$ cat config.mk
export PLATFORM = sky130hd
export DESIGN_NAME = tri_axis_trig_fifo
export DESIGN_NICKNAME = d
export VERILOG_FILES = /design/src/rtl/tafifo_pkg.sv /design/src/rtl/tafifo_store.sv /design/src/rtl/tafifo_settle.sv /design/src/rtl/tafifo_ctrl.sv /design/src/rtl/tri_axis_trig_fifo.sv
export SDC_FILE = /design/constraint.sdc
export NUM_CORES = 1
export LEC_CHECK = 0
export BUFFER_PORTS_ARGS = -buffer_cell sky130_fd_sc_hd__buf_2
export CAP_MARGIN = 40
export CORE_UTILIZATION = 45
export DETAILED_ROUTE_END_ITERATION = 6
export HOLD_SLACK_MARGIN = 0.06
export SLEW_MARGIN = 40
export SYNTH_ARGS = -nofsm -noshare
export SYNTH_HDL_FRONTEND = slang
export SYNTH_SLANG_ARGS = --single-unit
export TNS_END_PERCENT = 50
$ cat constraint.sdc
create_clock -name clk -period 8.2 [get_ports clk]
set_input_delay 0 -clock clk [delete_from_list [all_inputs] [get_ports clk]]
set_output_delay 0 -clock clk [all_outputs]
set_load 0.01 [all_outputs]
$ cat src/rtl/tafifo_pkg.sv
package tafifo_pkg;
   typedef enum logic [1:0] {
      MODE_BYPASS = 2'd0,
      MODE_QUEUE  = 2'd1,
      MODE_RING   = 2'd2,
      MODE_CAPT   = 2'd3
   } fifo_mode_e;
endpackage

$ cat src/rtl/tafifo_store.sv
module tafifo_store #(
   parameter int AXIS_W = 16,
   parameter int DEPTH  = 32,
   parameter int N_AXIS = 3,
   localparam int AW    = $clog2(DEPTH)
) (
   input  logic                         clk,
   input  logic                         we,
   input  logic [AW-1:0]                waddr,
   input  logic [N_AXIS-1:0][AXIS_W-1:0] wdata,
   input  logic [AW-1:0]                raddr,
   output logic [N_AXIS-1:0][AXIS_W-1:0] rdata
);
   // one storage array per axis word
   for (genvar a = 0; a < N_AXIS; a++) begin : g_axis
      logic [AXIS_W-1:0] mem [DEPTH];
      always_ff @(posedge clk) begin
         if (we) mem[waddr] <= wdata[a];
      end
      assign rdata[a] = mem[raddr];
   end
endmodule

$ cat src/rtl/tafifo_settle.sv
module tafifo_settle #(
   parameter int SETTLE = 4,
   localparam int SW    = $clog2(SETTLE + 1)
) (
   input  logic clk,
   input  logic rst_n,
   input  logic clear,
   input  logic load,
   output logic busy
);
   logic [SW-1:0] left_q;

   always_ff @(posedge clk) begin
      if (!rst_n || clear) left_q <= '0;
      else if (load)       left_q <= SW'(SETTLE);
      else if (left_q != '0) left_q <= left_q - 1'b1;
   end

   assign busy = (left_q != '0);
endmodule

$ cat src/rtl/tafifo_ctrl.sv
module tafifo_ctrl
   import tafifo_pkg::*;
#(
   parameter int DEPTH = 32,
   localparam int AW   = $clog2(DEPTH),
   localparam int CW   = $clog2(DEPTH + 1)
) (
   input  logic          clk,
   input  logic          rst_n,
   input  fifo_mode_e    mode,
   input  logic          wr_valid,
   input  logic          pop,
   input  logic          trig,
   input  logic          irq_sel,
   input  logic [CW-1:0] keep_n,
   input  logic          busy,
   output logic          wr_en,
   output logic [AW-1:0] wr_addr,
   output logic [AW-1:0] rd_ptr,
   output logic [CW-1:0] count,
   output logic          armed,
   output logic          take,
   output logic          irq_a,
   output logic          irq_b
);
   logic [AW-1:0] rd_q, r0, r1;
   logic [CW-1:0] cnt_q, c0, c1, drop;
   logic          armed_q, irq_q, sel_q;
   logic          byp, pop_ok, ovw_mode, ovw;

   always_comb begin
      byp      = (mode == MODE_BYPASS);
      take     = trig && (mode == MODE_CAPT) && armed_q;
      pop_ok   = pop && (cnt_q != '0) && !busy && !take;
      c0       = cnt_q - CW'(pop_ok);
      r0       = rd_q + AW'(pop_ok);
      ovw_mode = (mode == MODE_RING) || ((mode == MODE_CAPT) && armed_q);
      wr_en    = wr_valid && !byp && (ovw_mode || (cnt_q != CW'(DEPTH)));
      ovw      = wr_en && (c0 == CW'(DEPTH));
      wr_addr  = r0 + AW'(c0);
      c1       = c0 + CW'(wr_en) - CW'(ovw);
      r1       = r0 + AW'(ovw);
      drop     = (take && (c1 > keep_n)) ? (c1 - keep_n) : '0;
   end

   always_ff @(posedge clk) begin
      if (!rst_n || byp) begin
         rd_q    <= '0;
         cnt_q   <= '0;
         armed_q <= 1'b1;
         irq_q   <= 1'b0;
         sel_q   <= 1'b0;
      end else begin
         rd_q  <= r1 + AW'(drop);
         cnt_q <= c1 - drop;
         if (take) begin
            armed_q <= 1'b0;
            irq_q   <= 1'b1;
            sel_q   <= irq_sel;
         end
      end
   end

   assign rd_ptr = rd_q;
   assign count  = cnt_q;
   assign armed  = armed_q;
   assign irq_a  = irq_q && !sel_q;
   assign irq_b  = irq_q && sel_q;
endmodule

$ cat src/rtl/tri_axis_trig_fifo.sv
module tri_axis_trig_fifo
   import tafifo_pkg::*;
#(
   parameter int AXIS_W = 16,
   parameter int DEPTH  = 32,
   parameter int SETTLE = 4,
   localparam int AW    = $clog2(DEPTH),
   localparam int CW    = $clog2(DEPTH + 1)
) (
   input  logic              clk,
   input  logic              rst_n,
   input  logic [1:0]        mode_i,
   input  logic [CW-1:0]     keep_n_i,
   input  logic              trig_i,
   input  logic              irq_sel_i,
   input  logic              wr_valid_i,
   input  logic [AXIS_W-1:0] wr_x_i,
   input  logic [AXIS_W-1:0] wr_y_i,
   input  logic [AXIS_W-1:0] wr_z_i,
   input  logic              pop_i,
   output logic              rd_valid_o,
   output logic [AXIS_W-1:0] rd_x_o,
   output logic [AXIS_W-1:0] rd_y_o,
   output logic [AXIS_W-1:0] rd_z_o,
   output logic [CW-1:0]     count_o,
   output logic              busy_o,
   output logic              irq_a_o,
   output logic              irq_b_o
);
   if ((DEPTH < 2) || ((DEPTH & (DEPTH - 1)) != 0)) begin : g_bad_depth
      $error("DEPTH must be a power of two of at least 2");
   end
   if (SETTLE < 1) begin : g_bad_settle
      $error("SETTLE must be at least 1");
   end
   if (AXIS_W < 1) begin : g_bad_width
      $error("AXIS_W must be positive");
   end

   fifo_mode_e                 mode;
   logic                       wr_en, armed_w, take_w, busy_w;
   logic [AW-1:0]              wr_addr, rd_ptr;
   logic [2:0][AXIS_W-1:0]     wdata, rdata;

   assign mode  = fifo_mode_e'(mode_i);
   assign wdata = {wr_z_i, wr_y_i, wr_x_i};

   tafifo_ctrl #(.DEPTH(DEPTH)) u_ctrl (
      .clk(clk), .rst_n(rst_n), .mode(mode), .wr_valid(wr_valid_i),
      .pop(pop_i), .trig(trig_i), .irq_sel(irq_sel_i), .keep_n(keep_n_i),
      .busy(busy_w), .wr_en(wr_en), .wr_addr(wr_addr), .rd_ptr(rd_ptr),
      .count(count_o), .armed(armed_w), .take(take_w),
      .irq_a(irq_a_o), .irq_b(irq_b_o)
   );

   tafifo_settle #(.SETTLE(SETTLE)) u_settle (
      .clk(clk), .rst_n(rst_n), .clear(mode == MODE_BYPASS),
      .load(take_w), .busy(busy_w)
   );

   tafifo_store #(.AXIS_W(AXIS_W), .DEPTH(DEPTH), .N_AXIS(3)) u_store (
      .clk(clk), .we(wr_en), .waddr(wr_addr), .wdata(wdata),
      .raddr(rd_ptr), .rdata(rdata)
   );

   assign busy_o     = busy_w;
   assign rd_valid_o = (count_o != '0) && !busy_w;
   assign rd_x_o     = rdata[0];
   assign rd_y_o     = rdata[1];
   assign rd_z_o     = rdata[2];
endmodule

* Word level (Yosys, flattened, before mapping)
Memories as Yosys holds them, arrays and structs flattened. A register that Yosys moved wholly into a read port is not among the register bits. Cells that the tools add are included.
Word-level totals: bits in registers 17, memory bits (writable) 1536, input port bits 62, memories kept 3
Cells by class: add/sub/neg operators 10, order comparisons 1, eq/ne operators 4, muxes and demuxes 8, reductions and logical operators 26
Memory list:
- u_store.g_axis[0].mem | words 32, width 16, read ports 1, clocked after Yosys merged registers in 1, write ports 1, RTL line tafifo_store.sv:16 | logic [AXIS_W-1:0] mem [DEPTH];
- u_store.g_axis[1].mem | words 32, width 16, read ports 1, clocked after Yosys merged registers in 1, write ports 1, RTL line tafifo_store.sv:16
- u_store.g_axis[2].mem | words 32, width 16, read ports 1, clocked after Yosys merged registers in 1, write ports 1, RTL line tafifo_store.sv:16
Operator list (number):
- 2-to-1 mux 5 bit | 3
- logical AND 1 bit | 13
- subtractor 6 x 1 -> 6 bit | 2
- subtractor 6 bit | 2
- adder 5 x 1 -> 5 bit | 2
- adder 5 bit | 2
- adder 6 x 1 -> 6 bit | 1
- == test 6 bit, second input constant | 1
- > comparator 6 bit | 1
- 2-to-1 mux 3 bit | 2
- 2-to-1 mux 6 bit | 1
- != test 6 bit, second input constant | 1
- nonzero test 6 bit | 1
- logical NOT 1 bit | 5
- == test 2 bit, second input constant | 2
- logical OR 1 bit | 3
- nonzero test 3 bit | 1
- subtractor 3 x 1 -> 3 bit, second input constant | 1
- logical NOT 2 bit | 1
- 2-to-1 mux 1 bit | 2
- nonzero test 2 bit | 1
- OR reduction 2 bit | 1

* Logic depth before layout (Yosys ltp)
depth after elaboration 14, gate-level depth with buffers 34

* Modules after synthesis
A second synthesis with hierarchy kept.
Unflattened totals: cells, all modules 3536, area, all modules 61604.1 µm²
Modules (own cells, without submodules):
- tafifo_store | instances 1, cells each 3317, area each 59777.3 µm², sequential area each 46124.2 µm²
- tafifo_ctrl | instances 1, cells each 195, area each 1626.6 µm², sequential area each 280.3 µm²
- tafifo_settle | instances 1, cells each 20, area each 181.4 µm², sequential area each 60.1 µm²
- tri_axis_trig_fifo | instances 1, cells each 4, area each 18.8 µm², sequential area each 0.0 µm²

* Least setup slack after synthesis
OpenSTA, ideal clock, no wires.
path kind reg-to-reg, start register u_ctrl.cnt_q[4] (netlist: u_ctrl.count[4]), end register u_ctrl.rd_q[4] (netlist: u_ctrl.rd_ptr[4]), setup time 0.128 ns, arrival 5.992 ns, required time 8.072 ns, setup slack 2.080 ns, cell stages (with the launch flop) 33, path buffers 0, period minus slack after synthesis 6.120 ns, cell sequence dfxtp_1 or2_2 or4_1 nor2_1 nor2_1 and3_1 ha_1 ha_1 nor3b_1 xnor2_1 ha_1 and4_1 nor2b_1 ha_1 ha_1 o21ai_0 a21oi_1 nor2_1 xnor2_1 ha_1 and4_1 a31oi_1 o311ai_0 nor2_1 inv_1 fa_1 fa_1 inv_1 a21o_1 a21oi_1 xnor2_1 xnor2_1 nor2_1
On the way: word-level cells in the longest chain between the ends 12
RTL lines:
- start: declaration | RTL line tafifo_ctrl.sv:27 | logic [CW-1:0] cnt_q, c0, c1, drop;
- start signal: assignment | RTL line tafifo_ctrl.sv:55 | cnt_q <= c1 - drop;
- branches (longest 11 deep; another with subtractor 6 x 1 -> 6 bit)
- adder 5 bit (*) | RTL line tafifo_ctrl.sv:54 | rd_q <= r1 + AW'(drop);
- end signal: assignment | RTL line tafifo_ctrl.sv:54
- end: declaration | RTL line tafifo_ctrl.sv:26 | logic [AW-1:0] rd_q, r0, r1;
Every way passes the cells marked *. A chain may end at the register's enable or synchronous reset.

* Final worst setup path
start register u_ctrl.cnt_q[4] (netlist: u_ctrl.count[4]), end register u_ctrl.cnt_q[5] (netlist: u_ctrl.count[5])
On the way: word-level cells in the longest chain between the ends 12
RTL lines:
- branches (longest 7 deep; another with subtractor 6 x 1 -> 6 bit)
- subtractor 6 x 1 -> 6 bit (*) | RTL line tafifo_ctrl.sv:41 | c1 = c0 + CW'(wr_en) - CW'(ovw);
- > comparator 6 bit | RTL line tafifo_ctrl.sv:43 | drop = (take && (c1 > keep_n)) ? (c1 - keep_n) : '0;
- logical AND 1 bit | RTL line tafifo_ctrl.sv:43
- 2-to-1 mux 6 bit | RTL line tafifo_ctrl.sv:43
- subtractor 6 bit (*) | RTL line tafifo_ctrl.sv:55
Marked as above.

==> impl_metrics.py <==
metrics = {
    "power": {
        "ir_drop_mv": 0.2539,
        "p_int_mw": 16.42,
        "p_leak_nw": 21.22,
        "p_per_area_mw_per_mm2": 332.7,
        "p_sw_mw": 6.632,
        "clockPowerShare": 0.304,
        "seqPwrFrac": 0.428,
        "swShare": 0.2877,
        "combPwrFrac": 0.268,
        "finalPower_mw": 23.05,
    },
    "placed_design": {
        "gp_congestion": 0.7795,
        "dp.final_hpwl_um": 72210,
        "port_buffers": 119,
    },
    "setup_path": {
        "path_class": "reg -> reg",
        "cp.depth": 30,
        "crit_required_ns": 8.89,
        "reg2reg_depth": 30,
        "cp_slowest_cell": "o311ai_1",
        "critPathCapture": "u_ctrl.count[5]",
        "cp-start-kind": "flip-flop",
        "cp_common_cell": "ha_1",
        "crit_family": "simple AND/OR/NAND/NOR gates",
        "reg2reg_from": "u_ctrl.count[4]",
        "end_kind": "flip-flop",
        "rrSetupSlack_ns": 1.46,
        "critPathMaxFanout": 6,
        "crit_start": "u_ctrl.count[4]",
        "critPathMaxStageDelay_ns": 0.57,
        "arrival_ns": 7.43,
        "r2r-end": "u_ctrl.count[5]",
        "crit_buf_inv": 0,
    },
    "routing": {
        "drtIter0Drc": 2642,
        "wl_per_cell_um": 29.38,
        "first_pass_iters": 5,
        "via_count": 27050,
        "drc": 0,
        "viasPerCell": 5.846,
        "ant_nets": 0,
        "wl_um": 135900,
    },
    "global_routing": {
        "grt.overflow.total": 0,
        "grt_pass1_vias": 28390,
        "grt_max_degree": 90,
        "grt_pass1_wl_um": 197800,
        "grt_util_all_layers": 0.2046,
        "grt_antenna_before_repair": 6,
    },
    "cts": {
        "cts-root-buf": "clkbuf_16",
        "cts_tree": "built",
        "post-cts-setup-buffers": 0,
        "post_cts_resized": 0,
        "clock_latency_ns": 0.80,
        "cts-htree-levels": 4,
        "holdBufCountCts": 62,
        "cts-buffers-inserted": 157,
        "cts.path.max_buffers": 3,
        "cts.clk_slew.worst_paths_ns": 0.05,
        "cts_sinks": 1553,
    },
    "floorplan": {
        "die_x_um": 367.1,
        "die-area_mm2": 0.1348,
        "die_h_um": 367.1,
        "ios": 120,
        "rows": 133,
        "start_util": 0.4551,
        "design.core.area_mm2": 0.1318,
    },
    "run": {
        "maxCapViolCount": 0,
    },
    "layout": {
        "final_common_cell": "edfxtp_1",
        "fill_cells": 10030,
        "final_net_count": 2847,
        "final_cell_mix": "edfxtp_1 (1536), mux4_2 (480), clkbuf_16 (161)",
        "drive_gt1_frac": 0.3445,
        "area_growth_pct": 15.52,
    },
    "yosys": {
        "avgSynthCellArea_um2": 24.59,
        "synth_edf_count": 1536,
        "synthArstFlopShare": 0,
        "syn_nets": 2538,
        "ys_seq_elements": 1553,
        "synth_flop_cell": "edfxtp_1",
        "ys_warn_count": 0,
        "ys_types": 45,
        "synth_area_mm2": 0.05998,
        "yosysSeqAreaShare": 0.7746,
        "postSynthCellCount": 2439,
    },
    "worst_hold_path": {
        "worstHoldPathType": "in -> reg",
    },
    "sta": {
        "fmax_mhz": 148.3,
        "fin_tns_setup_ns": 0,
        "setup_viol_count_final": 0,
        "finalHoldViolCount": 0,
        "rsz0062_at_grt": "no",
        "fin_crit_ns": 6.743,
        "tightest_slew_ns": 0.8433,
        "finalMaxSlewViolations": 0,
        "slew-limit-headroom": 0.4378,
        "period_share": 0.8224,
        "fin_skew_ns": 0.04182,
    },
    "status": {
        "status": "finished clean",
    },
}
## cell usage after synthesis, types with 2 or more instances
library cell  instances  area share
or2_2                 3     0.00031
a21oi_1              11     0.00092
dfxtp_1              17      0.0057
ha_1                 32      0.0067
o21a_1                2     0.00025
fa_1                  5      0.0017
a31oi_1               3     0.00031
and4_1                2     0.00029
a21o_1                6     0.00075
mux2_2               48      0.0090
nor3b_1               2     0.00025
nor2_1               61      0.0038
xor2_1               14      0.0020
mux2i_1               3     0.00050
nand2b_1              5     0.00052
inv_1                33      0.0021
clkbuf_1             53      0.0033
xnor2_1              14      0.0020
buf_4                 5     0.00063
edfxtp_1           1536        0.77
buf_6                 4     0.00075
nand3b_1              2     0.00025
o21ai_0               8     0.00067
nor2b_1               5     0.00052
buf_1                15     0.00094
mux4_2              480        0.18
nor3_1                2     0.00017
nand3_1              12      0.0010
nand2_1               4     0.00025
buf_2                37      0.0031
## cell families (layout without fill, tap and decap cells)
group                    after synthesis  in the layout  synth area share
flip-flops                          1553           1553            0.7746
AND/OR/NAND/NOR                      102            102          0.007822
other                                  0              1                 0
XOR/XNOR                              29             29          0.004464
buffers and inverters                147            579           0.01078
adder cells (fa/ha/maj)               37             37          0.008344
multiplexers                         531            531            0.1897
AO/OA/AOI/OAI                         40             40          0.004214
## power by group through the flow
stage                     Combinational (mW)  Sequential, mW  Clock, mW
after CTS                               6.27            9.88       7.13
final                                   6.18            9.87       7.00
after global routing                    6.59            9.93       7.45
after global placement                  5.95            10.0          0
after floorplan                         4.06            9.92          0
after detailed placement                6.21            10.0          0
## registers in the layout, indices dropped and copies added, names as in the netlist
signal / count
u_ctrl.sel_q: 1
u_ctrl.rd_ptr: 5
u_settle.left_q: 3
u_ctrl.count: 6
u_ctrl.armed: 1
u_ctrl.irq_q: 1
u_store.g_axis.mem: 1536
## metal layers
| metal | part of all wire | track usage |
|---|---|---|
| met1 | 0.42 | 0.2800 |
| met5 | 0.000096 | 0 |
| met2 | 0.51 | 0.3390 |
| met4 | 0.021 | 0.05369 |
| met3 | 0.056 | 0.03884 |
## how the worst min path moves through the flow
stage	from	cells after the start	to	slack, ns
3_3_place_gp	irq_sel_i	3	u_ctrl.sel_q	0.23
3_5_place_dp	irq_sel_i	3	u_ctrl.sel_q	0.27
2_1_floorplan	wr_x_i[0]	0	u_store.g_axis[0].mem[0][0]	0.1
4_1_cts	keep_n_i[3]	7	u_ctrl.rd_ptr[4]	0.07
6_report	keep_n_i[5]	7	u_ctrl.count[5]	0.13
5_1_grt	keep_n_i[3]	7	u_ctrl.rd_ptr[4]	0.15
## worst register-to-register path, delay by kind of cell, from the launching register on
family	cells	cell delay, ns
flip-flops	1	0.32
adder cells (fa/ha/maj)	7	1.66
AND/OR/NAND/NOR	13	2.39
AO/OA/AOI/OAI	7	1.41
XOR/XNOR	3	0.88
## area by class of cell
cell class,count,area (µm²),share of cell area
multi-input cells,739,13130,0.1894
clock buffers,188,4130,0.05961
clock inverters,94,908.4,0.01311
diodes,1,2.502,0.00003611
well taps,1755,2196,0.03169
flip-flops and latches,1553,46480,0.6708
repair buffers,264,2322,0.03351
inverters,33,123.9,0.001788
## stage by stage
step	hold WS [ns]	worst slack (ns)	area (µm²)	std cells	utilization
floorplan	0.09887	2.080	59980	2439	-
global placement	0.2314	1.552	63100	4258	0.4788
detailed placement	0.2679	1.337	63610	4281	0.4826
CTS	0.06959	1.305	69270	4625	0.5256
global route	0.1541	1.056	69290	4627	0.5257
finish	0.1339	1.457	69290	4627	0.5257
Power figures use the tool's default switching activity.
